**src/rtl/rfd_pkg.sv**
```systemverilog
package rfd_pkg;
  // Bit positions inside the sequence-hold vector
  localparam int unsigned HOLD_SPLIT  = 0;
  localparam int unsigned HOLD_BURST  = 1;
  localparam int unsigned HOLD_ATOMIC = 2;
  localparam int unsigned HOLD_DUAL   = 3;
  localparam int unsigned HOLD_COUNT  = 4;

  typedef enum logic [0:0] {
    OWN_LOCAL = 1'b0,
    OWN_LENT  = 1'b1
  } owner_e;
endpackage

```
**src/rtl/rfd_boundary.sv**
```systemverilog
module rfd_boundary #(
  parameter int unsigned N_HOLD    = rfd_pkg::HOLD_COUNT,
  parameter logic [N_HOLD-1:0] HOLD_MASK = '1
) (
  input  logic              cyc_busy_i,
  input  logic [N_HOLD-1:0] seq_hold_i,
  output logic              quiet_o
);
  logic [N_HOLD-1:0] hold_eff;

  // Each hold source can be compiled out through the mask
  for (genvar g = 0; g < N_HOLD; g++) begin : g_hold
    if (HOLD_MASK[g]) begin : g_on
      assign hold_eff[g] = seq_hold_i[g];
    end else begin : g_off
      assign hold_eff[g] = 1'b0;
    end
  end

  assign quiet_o = !cyc_busy_i && (hold_eff == '0);
endmodule

```
**src/rtl/rfd_pending.sv**
```systemverilog
module rfd_pending (
  input  logic clk,
  input  logic rst_n,
  input  logic match_i,
  input  logic take_i,
  output logic pend_o,
  output logic drop_o
);
  logic pend_q;

  // A new match always wins over a clear in the same cycle
  always_ff @(posedge clk or negedge rst_n) begin
    if (!rst_n)       pend_q <= 1'b0;
    else if (match_i) pend_q <= 1'b1;
    else if (take_i)  pend_q <= 1'b0;
  end

  assign pend_o = pend_q;
  assign drop_o = match_i && pend_q && !take_i;
endmodule

```
**src/rtl/rfd_owner.sv**
```systemverilog
module rfd_owner (
  input  logic clk,
  input  logic rst_n,
  input  logic ext_req_i,
  input  logic can_lend_i,
  output logic lent_o
);
  import rfd_pkg::*;
  owner_e own_q, own_d;

  always_comb begin
    own_d = own_q;
    unique case (own_q)
      OWN_LOCAL: if (ext_req_i && can_lend_i) own_d = OWN_LENT;
      OWN_LENT:  if (!ext_req_i)              own_d = OWN_LOCAL;
      default:   own_d = OWN_LOCAL;
    endcase
  end

  always_ff @(posedge clk or negedge rst_n) begin
    if (!rst_n) own_q <= OWN_LOCAL;
    else        own_q <= own_d;
  end

  assign lent_o = (own_q == OWN_LENT);
endmodule

```
**src/rtl/refresh_defer_arb.sv**
```systemverilog
module refresh_defer_arb #(
  parameter int unsigned N_HOLD = rfd_pkg::HOLD_COUNT,
  parameter logic [N_HOLD-1:0] HOLD_MASK = '1
) (
  input  logic              clk,
  input  logic              rst_n,
  input  logic              cnt_match_i,
  input  logic              cyc_busy_i,
  input  logic [N_HOLD-1:0] seq_hold_i,
  input  logic              ext_req_i,
  output logic              refresh_start_o,
  output logic              refresh_pending_o,
  output logic              req_drop_o,
  output logic              bus_ack_n_o
);
  logic quiet, pend, lent, take, can_lend;

  rfd_boundary #(.N_HOLD(N_HOLD), .HOLD_MASK(HOLD_MASK)) u_bnd (
    .cyc_busy_i (cyc_busy_i),
    .seq_hold_i (seq_hold_i),
    .quiet_o    (quiet)
  );

  rfd_pending u_pend (
    .clk     (clk),
    .rst_n   (rst_n),
    .match_i (cnt_match_i),
    .take_i  (take),
    .pend_o  (pend),
    .drop_o  (req_drop_o)
  );

  rfd_owner u_own (
    .clk        (clk),
    .rst_n      (rst_n),
    .ext_req_i  (ext_req_i),
    .can_lend_i (can_lend),
    .lent_o     (lent)
  );

  assign take     = pend && quiet && !lent;
  assign can_lend = !pend && !cnt_match_i && quiet;

  assign refresh_start_o   = take;
  assign refresh_pending_o = pend;
  assign bus_ack_n_o       = !(lent && !pend);
endmodule

```
**config.mk**
```make
export PLATFORM = sky130hd
export DESIGN_NAME = refresh_defer_arb
export DESIGN_NICKNAME = d
export VERILOG_FILES = /design/src/rtl/rfd_pkg.sv /design/src/rtl/rfd_boundary.sv /design/src/rtl/rfd_pending.sv /design/src/rtl/rfd_owner.sv /design/src/rtl/refresh_defer_arb.sv
export SDC_FILE = /design/constraint.sdc
export NUM_CORES = 1
export LEC_CHECK = 0
export BUFFER_PORTS_ARGS = -buffer_cell sky130_fd_sc_hd__buf_4
export CAP_MARGIN = 20
export CORE_AREA = 2 2 39 41
export CTS_CLUSTER_DIAMETER = 60
export DETAILED_ROUTE_END_ITERATION = 12
export DIE_AREA = 0 0 41 43
export PLACE_DENSITY = 0.3
export SETUP_SLACK_MARGIN = 0.5
export SLEW_MARGIN = 40
export SYNTH_ARGS = -nofsm -noshare
export SYNTH_HDL_FRONTEND = slang
export SYNTH_SLANG_ARGS = --single-unit
```
**constraint.sdc**
```tcl
create_clock -name clk -period 0.9 [get_ports clk]
set_input_delay 0.045 -clock clk [delete_from_list [all_inputs] [get_ports clk]]
set_output_delay 0.045 -clock clk [all_outputs]
set_load 0.01 [all_outputs]
```
==> metrics.md <==
| Metric | Value |
|---|---|
| Seq cells post-synth | `2` |
| Clock slew at the register clock pins of the worst setup and hold paths | `30 ps` |
| Drt wl/cell | `10.33 um` |
| CP Max Fanout | `2` |
| Cell class contributing the biggest share of worst-path delay | `flip-flops` |
| Area of the die | `1763 um2` |
| RSZ-0062 raised after global routing | `yes` |
| Finished Layout Cells | `48` |
| Clk buf depth | `2` |
| Net count after synthesis | `24` |
| Post-synthesis average cell area | `8.758 um2` |
| Vias per cell | `4.063` |
| Initial antenna violation count | `0` |
| CTS tree | `done` |
| Residual DRC | `0` |
| Synth warnings | `0` |
| Cells taking the most area after synthesis | `dfrtp_1 (38%), nor3_1 (11%), nor4b_2 (11%), a32o_2 (8.6%), a21oi_1 (7.6%)` |
| Gate power share | `19.4%` |
| FMAX | `907.7 MHz` |
| P_sw | `0.08012 mW` |
| IO Count | `13` |
| Clock power share | `54.7%` |
| Critical path startpoint | `u_own.lent_o` |
| FP Rows | `14` |
| Failing checks | `negative setup slack` |
| Final worst slack | `-201.7 ps` |
| Commonest cells after routing, fill and taps aside | `buf_4 (12), clkbuf_4 (3), nor3_1 (2), nor2_1 (2), dfrtp_1 (2)` |
| Pre-CTS setup slack | `-2.106 ps` |
| CP Capture Type | `output port` |
| Hold WC Path Type | `input port to flop` |
| IO Port Bufs | `12` |
| Worst-Margin Slew | `285.5 ps` |
| WHS Path Cells | `2` |
| Final Cycle Share | `122.4%` |
| Vias in the first global route | `214` |
| Worst vdd ir | `0.4124 mV` |
| RR Startpoint | `u_own.lent_o` |
| Placed cells | `43` |
| Wire length of the first global-routing pass | `814 um` |
| Sw Share | `22.23%` |
| Largest net degree at the start of global routing | `6` |
| Status | `complete, but fails checks` |
| Max-slew violations | `0` |
| Worst Setup Start Kind | `flop` |
| Setup CP Type | `flop to output port` |
| Clock root buffer master | `clkbuf_4` |
| NumNets Final | `43` |
| GRT busiest layer | `met2` |
| Met1 Usage GRT | `7.717%` |
| Most common cell after layout, fill and taps aside | `buf_4` |
| # setup viols final | `3` |
| Period minus WS final | `1102 ps` |
| Synth cell types | `10` |
| P&R area growth vs syn | `128.6%` |
| Sequential power share | `25.8%` |
| Most area-hungry cell type in the Yosys netlist | `dfrtp_1` |
| Post-route core utilization | `21.70%` |
| Pleak | `0.1378 nW` |
| Sequential area share after synthesis | `38.10%` |
| Worst path bufs/invs | `1` |
| Grt ovf | `0` |
| Routed Antenna Nets | `0` |
| Max-Cap Viols | `0` |
| Power Dens Cells | `1200 nW/um2` |
| DRT iter0 DRCs | `1` |
| Met2 usage | `10.00%` |
| CTS buffer count | `3` |
| R2R Setup Slk | `0 ps` |
| Clk sinks | `2` |
| DR vias | `195` |
| Tot GR Track Use | `7.329%` |
| Crit path arrival time | `1060 ps` |
| Final WL | `496 um` |
| Layout cells sized above 1 | `65.63%` |
| Post-Synthesis Cells | `15` |
| HP Start | `ext_req_i` |
| R2r worst-path depth | `3` |
| Core Region | `1384 um2` |
| Die Span Y | `43 um` |
| Highest cell delay on the worst timing path | `380 ps` |
| Worst-skew pair later-pin latency | `220 ps` |
| Worst path cell trace | `nor3_2, and3_1, buf_4` |
| CTS H-tree lvls | `1` |
| Clk_skew | `2.056 ps` |
| N_diodes | `0` |
| Hold Violations, Final | `0` |
| Fill count | `159` |
| Worst R2R End | `u_pend.pend_o` |
| Crit path max-delay cell type | `dfrtp_1` |
| Internal Power | `0.2802 mW` |
| Required time worst endpoint | `850 ps` |
| Die Wd | `41 um` |
| Pre-antenna DRT Iters | `4` |
| GP Congestion | `0.5417` |
| Synth Cell Area | `131.4 um2` |
| Starting density of the core | `9.494%` |
| Slew HR | `80.82%` |
| Hold EP | `u_own.lent_o` |
| Grt met3 use | `4.188%` |
| Area fraction of the dominant cell type after synthesis | `38.10%` |
worst max path at each step:
| stage | to | slack (ps) | cells past startpoint |
|---|---|---|---|
| after floorplan | u_own.lent_o | 80 | 2 |
| after global routing | refresh_start_o | -290 | 3 |
| final | refresh_start_o | -200 | 3 |
| after global placement | refresh_start_o | 5 | 3 |
| after CTS | refresh_start_o | -210 | 3 |
| after detailed placement | refresh_start_o | -2 | 3 |
state kept, by name (all words and copies together), names as in the netlist:
| signal | cells |
|---|---|
| u_own.lent_o | 1 |
| u_pend.pend_o | 1 |
area by class of cell:
type | instances | area [um2] | share of cell area (%)
clock buffers | 3 | 22.52 | 7.500
repair buffers | 14 | 111.4 | 37.08
well taps | 16 | 20.02 | 6.667
multi-input cells | 13 | 96.34 | 32.08
flip-flops and latches | 2 | 50.05 | 16.67
stage by stage:
| stage | cell area, um2 | total power [mW] | setup TNS (ps) | hold WS, ps |
|---|---|---|---|---|
| 2_1_floorplan | 140.1 | 0.1113 | 0 | -250.6 |
| 3_3_place_gp | 250.2 | 0.1576 | 0 | -172.7 |
| 3_5_place_dp | 250.2 | 0.1582 | -2.106 | -171.0 |
| 4_1_cts | 300.3 | 0.3754 | -463.8 | 48.39 |
| 5_1_grt | 300.3 | 0.3949 | -709.9 | 48.27 |
| 6_report | 300.3 | 0.3603 | -409.1 | 54.30 |
cells by family after synthesis:
| group | count (synthesis) | synth area share (%) |
|---|---|---|
| compound gates | 3 | 16.19 |
| flops | 2 | 38.10 |
| simple gates | 10 | 45.72 |
power by group through the flow:
stage	clock network, mW	registers [mW]	logic [mW]
6_report	0.197	0.0931	0.0701
5_1_grt	0.224	0.0931	0.0783
4_1_cts	0.212	0.0930	0.0707
3_5_place_dp	0	0.0938	0.0644
3_3_place_gp	0	0.0938	0.0638
2_1_floorplan	0	0.0940	0.0173
synth_stat cells:
library cell and n:
nor3_1 3, a21oi_1 2, dfrtp_1 2, nor2_1 2, a32o_2 1, and3_1 1, nand2_1 1, nand2b_1 1
nor4_1 1, nor4b_2 1
what timing repair did:
item                       4_1_cts  5_1_grt
buffers inserted                 1        0
hold buffers                     1        0
setup endpoints to repair        6        6
hold endpoints to repair         2        0
resized for setup                2        0
pin swaps                        2        0
routing by layer:
metal,part of all wire (%),up-vias,routed length [um]
met3,17,0,86
met4,0,0,0
met2,43,15,211
met5,0,-,0
met1,40,87,198
li1,-,93,-
Note: power is estimated with default switching activity, not from simulation.
